## config.mk

```make
export PLATFORM = sky130hd
export DESIGN_NAME = scp_port
export DESIGN_NICKNAME = d
export VERILOG_FILES = /design/src/rtl/scp_pkg.sv /design/src/rtl/scp_sync.sv /design/src/rtl/scp_shift.sv /design/src/rtl/scp_fsm.sv /design/src/rtl/scp_regs.sv /design/src/rtl/scp_port.sv
export SDC_FILE = /design/constraint.sdc
export NUM_CORES = 1
export LEC_CHECK = 0
export ABC_AREA = 1
export BUFFER_PORTS_ARGS = -buffer_cell sky130_fd_sc_hd__buf_4
export CORE_ASPECT_RATIO = 1.1
export CORE_MARGIN = 5
export CORE_UTILIZATION = 50
export DETAILED_ROUTE_END_ITERATION = 12
export PLACE_DENSITY = 0.75
export SETUP_SLACK_MARGIN = 0.1
export SLEW_MARGIN = 20
export SYNTH_ARGS = -nofsm -noshare
export SYNTH_HDL_FRONTEND = slang
export SYNTH_SLANG_ARGS = --single-unit
```

## constraint.sdc

```tcl
create_clock -name clk -period 0.9 [get_ports clk]
set_input_delay 0.135 -clock clk [delete_from_list [all_inputs] [get_ports clk]]
set_output_delay 0.135 -clock clk [all_outputs]
set_load 0.03 [all_outputs]
```

## src/rtl/scp_pkg.sv

```systemverilog
package scp_pkg;

    typedef enum logic [1:0] {
        SEL_VOL_L = 2'b00,
        SEL_CTRL  = 2'b01,
        SEL_VOL_R = 2'b10,
        SEL_NONE  = 2'b11
    } sel_e;

    typedef enum logic [1:0] {
        ST_COLLECT = 2'd0,
        ST_APPLY   = 2'd1,
        ST_REJECT  = 2'd2
    } fsm_e;

    // Mode fields, packed LSB-aligned to payload bit 0 (word bit 2).
    typedef struct packed {
        logic       x2;
        logic       x4;
        logic [1:0] wlen;
        logic       srst;
        logic       mute;
        logic [1:0] fmt;
        logic [1:0] deemp;
    } ctrl_t;

    localparam int          RSV_W      = 4;
    localparam logic [1:0]  DEEMP_44K1 = 2'b01;

endpackage

```

## src/rtl/scp_sync.sv

```systemverilog
module scp_sync #(
    parameter int W      = 3,
    parameter int STAGES = 2
) (
    input  logic         clk,
    input  logic         rst_n,
    input  logic [W-1:0] d,
    output logic [W-1:0] q
);
    logic [W-1:0] pipe [STAGES];

    for (genvar i = 0; i < STAGES; i++) begin : g_stage
        if (i == 0) begin : g_first
            always_ff @(posedge clk or negedge rst_n) begin
                if (!rst_n) pipe[0] <= '0;
                else        pipe[0] <= d;
            end
        end else begin : g_next
            always_ff @(posedge clk or negedge rst_n) begin
                if (!rst_n) pipe[i] <= '0;
                else        pipe[i] <= pipe[i-1];
            end
        end
    end

    assign q = pipe[STAGES-1];
endmodule

```

## src/rtl/scp_shift.sv

```systemverilog
module scp_shift #(
    parameter int WORD_W = 16
) (
    input  logic              clk,
    input  logic              rst_n,
    input  logic              sclk_lvl,
    input  logic              sdat_lvl,
    output logic [WORD_W-1:0] word
);
    logic sclk_prev;
    logic sclk_rise;

    assign sclk_rise = sclk_lvl & ~sclk_prev;

    always_ff @(posedge clk or negedge rst_n) begin
        if (!rst_n) begin
            sclk_prev <= 1'b0;
            word      <= '0;
        end else begin
            sclk_prev <= sclk_lvl;
            if (sclk_rise) word <= {word[WORD_W-2:0], sdat_lvl};
        end
    end
endmodule

```

## src/rtl/scp_fsm.sv

```systemverilog
module scp_fsm
    import scp_pkg::*;
#(
    parameter int WORD_W = 16,
    parameter int SEL_W  = 2
) (
    input  logic              clk,
    input  logic              rst_n,
    input  logic              lat_lvl,
    input  logic [WORD_W-1:0] word_in,
    output logic              wr_en,
    output logic [WORD_W-1:0] wr_word
);
    fsm_e              state_q, state_d;
    logic              lat_prev;
    logic              lat_rise;
    logic [WORD_W-1:0] hold_q;
    logic              refused;
    sel_e              sel_in;

    assign lat_rise = lat_lvl & ~lat_prev;
    assign sel_in   = sel_e'(word_in[SEL_W-1:0]);
    assign refused  = (sel_in == SEL_NONE) ||
                      ((sel_in == SEL_CTRL) && (word_in[WORD_W-1 -: RSV_W] != '0));

    always_comb begin
        state_d = state_q;
        unique case (state_q)
            ST_COLLECT: if (lat_rise) state_d = refused ? ST_REJECT : ST_APPLY;
            ST_APPLY:   state_d = ST_COLLECT;
            ST_REJECT:  state_d = ST_COLLECT;
            default:    state_d = ST_COLLECT;
        endcase
    end

    always_ff @(posedge clk or negedge rst_n) begin
        if (!rst_n) begin
            state_q  <= ST_COLLECT;
            lat_prev <= 1'b0;
        end else begin
            state_q  <= state_d;
            lat_prev <= lat_lvl;
        end
    end

    always_ff @(posedge clk or negedge rst_n) begin
        if (!rst_n)                                     hold_q <= '0;
        else if (state_q == ST_COLLECT && lat_rise)     hold_q <= word_in;
    end

    always_comb begin
        wr_en   = (state_q == ST_APPLY);
        wr_word = hold_q;
    end
endmodule

```

## src/rtl/scp_regs.sv

```systemverilog
module scp_regs
    import scp_pkg::*;
#(
    parameter int WORD_W = 16,
    parameter int SEL_W  = 2,
    localparam int PAY_W = WORD_W - SEL_W
) (
    input  logic              clk,
    input  logic              rst_n,
    input  logic              wr_en,
    input  logic [WORD_W-1:0] wr_word,
    output logic [PAY_W-1:0]  vol_l,
    output logic [PAY_W-1:0]  vol_r,
    output ctrl_t             ctrl,
    output logic              upd_l,
    output logic              upd_r
);
    logic [PAY_W-1:0] pay;
    sel_e             sel;

    assign pay = wr_word[WORD_W-1:SEL_W];
    assign sel = sel_e'(wr_word[SEL_W-1:0]);

    always_ff @(posedge clk or negedge rst_n) begin
        if (!rst_n) begin
            vol_l <= '1;
            vol_r <= '1;
            ctrl  <= '0;
            upd_l <= 1'b0;
            upd_r <= 1'b0;
        end else begin
            upd_l <= 1'b0;
            upd_r <= 1'b0;
            if (wr_en) begin
                unique case (sel)
                    SEL_VOL_L: begin vol_l <= pay; upd_l <= 1'b1; end
                    SEL_VOL_R: begin vol_r <= pay; upd_r <= 1'b1; end
                    SEL_CTRL:  ctrl <= pay[$bits(ctrl_t)-1:0];
                    default:   ;
                endcase
            end
        end
    end
endmodule

```

## src/rtl/scp_port.sv

```systemverilog
module scp_port
    import scp_pkg::*;
#(
    parameter int WORD_W      = 16,
    parameter int SEL_W       = 2,
    parameter int SYNC_STAGES = 2,
    localparam int PAY_W      = WORD_W - SEL_W
) (
    input  logic             clk,
    input  logic             rst_n,
    input  logic             ser_clk,
    input  logic             ser_dat,
    input  logic             ser_lat,
    input  logic             pin_x2,
    input  logic             pin_x4,
    input  logic             pin_mute,
    input  logic [1:0]       pin_fmt,
    input  logic             pin_deemp,
    output logic [PAY_W-1:0] vol_left,
    output logic [PAY_W-1:0] vol_right,
    output logic             vol_left_upd,
    output logic             vol_right_upd,
    output logic             cfg_x2,
    output logic             cfg_x4,
    output logic [1:0]       cfg_wlen,
    output logic             cfg_srst,
    output logic             cfg_mute,
    output logic [1:0]       cfg_fmt,
    output logic [1:0]       cfg_deemp
);
    logic [2:0]        sync_q;
    logic [WORD_W-1:0] shift_word;
    logic              wr_en;
    logic [WORD_W-1:0] wr_word;
    ctrl_t             ctrl;

    scp_sync #(.W(3), .STAGES(SYNC_STAGES)) u_sync (
        .clk   (clk),
        .rst_n (rst_n),
        .d     ({ser_lat, ser_dat, ser_clk}),
        .q     (sync_q)
    );

    scp_shift #(.WORD_W(WORD_W)) u_shift (
        .clk      (clk),
        .rst_n    (rst_n),
        .sclk_lvl (sync_q[0]),
        .sdat_lvl (sync_q[1]),
        .word     (shift_word)
    );

    scp_fsm #(.WORD_W(WORD_W), .SEL_W(SEL_W)) u_fsm (
        .clk     (clk),
        .rst_n   (rst_n),
        .lat_lvl (sync_q[2]),
        .word_in (shift_word),
        .wr_en   (wr_en),
        .wr_word (wr_word)
    );

    scp_regs #(.WORD_W(WORD_W), .SEL_W(SEL_W)) u_regs (
        .clk     (clk),
        .rst_n   (rst_n),
        .wr_en   (wr_en),
        .wr_word (wr_word),
        .vol_l   (vol_left),
        .vol_r   (vol_right),
        .ctrl    (ctrl),
        .upd_l   (vol_left_upd),
        .upd_r   (vol_right_upd)
    );

    // Strap merge
    assign cfg_x2    = ctrl.x2   | pin_x2;
    assign cfg_x4    = ctrl.x4   | pin_x4;
    assign cfg_mute  = ctrl.mute | pin_mute;
    assign cfg_fmt   = ctrl.fmt  | pin_fmt;
    assign cfg_wlen  = ctrl.wlen;
    assign cfg_srst  = ctrl.srst;
    assign cfg_deemp = pin_deemp ? DEEMP_44K1 : ctrl.deemp;
endmodule

```

==> results.md <==
* Vias in the first global route at 2,962
* Clock Skews at between 0.02 and 0.03 ns
* Setup violators final at between 100 and 150
* Final Cycle Share at 1.553
* RSZ-0062 raised after global routing: true
* Clk Latency, worst-skew pair at 0.39 ns
* Initial antenna violation count at 0
* VDD IR max at around 1.9 mV
* Worst relative slew slack at 0.8099
* Cell taking the most area after synthesis: dfrtp_1
* Remaining DRCs at 0
* GR Overflow Total at 0
* Initial core utilization at 0.5092
* First-pass GRT wire length at 16,960 um
* Final RePlAce weighted congestion at 0.7919
* LEAKAGE at between 2 and 3 nW
* PortBufs at 50
* Startpoint type of the worst setup path: flop
* FF+latch count, synth at just over 80
* WP data required at around 1.2 ns
* Mapped Avg Cell Area at approximately 10 um2
* Peak Freq at between 700 and 800 MHz
* GRT Util Overall at 0.2877
* Critical path type: flop to flop
* Routed vias at a little over 3,000
* Clock slew at reported path FFs at between 0.1 and 0.15 ns
* Ports at 51
* Worst Setup End Kind: flop
* Seq/Total Area, Yosys at 0.6699
* CTS tree: built
* DRT Pass-1 Iters at 5
* H-tree depth at 3
* Fin worst setup slack at -0.4981 ns
* Pwr dens at approximately 2600 nW/um2
* Critical Path Fanout Max at 6
* Post-route ant nets at 0
* Layout cells sized above 1 at 0.7627
* Row count at 30
* Drt first-iter violations at approximately 330
* Hold Path Class: input pin to async pin
* Worst slew pin tran at ~0.29 ns
* Failing checks: negative setup slack
* Final nets at 440
* Area post-placement at 3680 um2
* Area occupied by multi-input gates at between 1500 and 2000 um2
* Max_cap viols at 0
* Count of final hold-check violations at 0
* Die area at just under 8000 um2
* Post-synth top area share at 0.4337
* FF/Latch Area at ~2100 um2
* Total wire length at 14,450 um
* DP Worst Slack at -0.3120 ns
* Synthesis-to-finish area growth at 81.08%
* Fin. max-slew vios at 0
* Post-route cell area at 5642 um2
* Status: complete, but fails checks
* Total power at between 10 and 15 mW
* Vias per cell at just over 6
* Fillers at approximately 170
* Cts bufs inserted at 9
* Minimum clock period at around 1.4 ns
* CTS Sinks at roughly 80
* Die width at ~85 um
* Final core utilization at 0.9221
* Final setup TNS at -37.98 ns
* Die Y at 92.79 um
* Area of the core at between 6000 and 7000 um2
* Synth Instances at 299
* Net Count, Synth at just over 300
* Syn Std Cell Area at 3115 um2
* Synth Warn # at 0
* Synth cell types at 20
* Clk root buf: clkbuf_8
* Critical Path AT at 1.69 ns
* Diode count at 0
* Largest net degree at the start of global routing at 33
* WL/cell at ~28 um
* Largest cells by area after synthesis: dfrtp_1, dfstp_2, nand2_1
* Clock buffer depth at 2
* Final HPWL DP at approximately 4100 um
-- placed cells by master (no fill, tap or decap), types with 2 or more instances in the layout --
cell / instances
a21oi_2: 2
buf_4: 50
buf_12: 12
nand2_8: 4
buf_6: 54
clkbuf_8: 9
o21ai_1: 2
inv_2: 5
nand2_4: 41
inv_1: 32
or2_4: 6
nor2_2: 4
nand2_2: 25
dlygate4sd3_1: 4
nand2_1: 7
dfrtp_1: 53
o21ai_2: 59
nor2_4: 3
nor2_1: 3
dfstp_2: 28
o21ai_4: 8
bufinv_16: 2
clkinv_4: 2
buf_16: 8
buf_8: 4
-- through the flow --
step | hold slack, ns | instances
finish | 0.1911 | 514
global route | 0.2030 | 514
CTS | 0.2057 | 490
detailed placement | 0.04989 | 426
global placement | 0.04981 | 426
floorplan | -0.1606 | 299
-- report_power, final --
group	leakage [nW]	internal, mW	total (mW)	switching (mW)
registers	0.998	4.63	5.50	0.873
logic	1.47	2.69	6.02	3.34
clock network	0.107	1.58	3.14	1.56
-- area by class of cell --
| type | count | share of cell area |
|---|---|---|
| well taps | 80 | 0.01774 |
| repair buffers | 132 | 0.2737 |
| inverters | 38 | 0.02617 |
| clock buffers | 10 | 0.02262 |
| clock inverters | 6 | 0.01597 |
| flip-flops and latches | 82 | 0.3701 |
| multi-input cells | 166 | 0.2737 |
-- per-layer routing --
layer,vias up,track usage,share of wire
li1,1209,-,-
met1,1560,0.3156,0.36
met2,253,0.5123,0.49
met3,88,0.07117,0.086
met4,0,0.1425,0.068
met5,-,0,0
-- worst paths after layout --
path	startpoint	endpoint	slack (ns)	cells after the start
setup / recovery	u_fsm.wr_word[0]$_DFFE_PN0P_	u_regs.vol_l[10]$_DFFE_PN1P_	-0.50	5
hold / removal	rst_n	u_regs.upd_l$_DFF_PN0_	0.19	2
setup reg to reg	u_fsm.wr_word[0]$_DFFE_PN0P_	u_regs.vol_l[10]$_DFFE_PN1P_	-0.50	5
hold reg to reg	u_sync.pipe[4]$_DFF_PN0_	u_sync.q[1]$_DFF_PN0_	0.36	0
max in group asynchronous	rst_n	u_regs.vol_r[7]$_DFFE_PN1P_	0.15	3
min in group clk	u_sync.pipe[4]$_DFF_PN0_	u_sync.q[1]$_DFF_PN0_	0.36	0
-- cells in the mapped netlist --
master and number:
o21ai_2 10, buf_12 1, nand2_1 73, buf_4 2, buf_6 3, o21ai_1 26, dfstp_2 28, nor2_4 1
a21oi_1 2, nand2_2 1, buf_2 5, nand3_1 1, inv_1 38, nor2_1 9, clkbuf_1 3, clkbuf_2 2
nand3_2 1, o21ai_0 33, or2_2 6, dfrtp_1 54
-- critical path, cell delays in order (launching register included) --
cell	delay, ns
dfrtp_1	0.49
nor2_2	0.26
nand2_4	0.12
buf_12	0.15
buf_12	0.13
o21ai_2	0.16
-- registers in the layout, summed over array words and instances, names as in the netlist --
name,flops
u_regs.vol_l,14
u_shift.word,16
u_fsm.wr_word,16
u_fsm.lat_prev,1
u_sync.pipe,3
u_fsm.state_q,2
u_shift.sclk_prev,1
u_regs.upd_l,1
u_regs.upd_r,1
u_sync.q,3
u_regs.ctrl,10
u_regs.vol_r,14
-- repair_timing --
item,4_1_cts,5_1_grt
hold buffers,4,0
gates resized for setup,144,134
cloned,15,0
endpoints found under the hold margin,68,0
pin swaps,9,17
buffers inserted,30,34
endpoints found under the setup margin,113,123
-- kinds of logic after synthesis --
logic type,Yosys count,synth area share
buf+inv,54,0.08273
flops,82,0.6699
simple gates,92,0.1213
compound gates,71,0.1261
(Power assumes the default switching activity.)
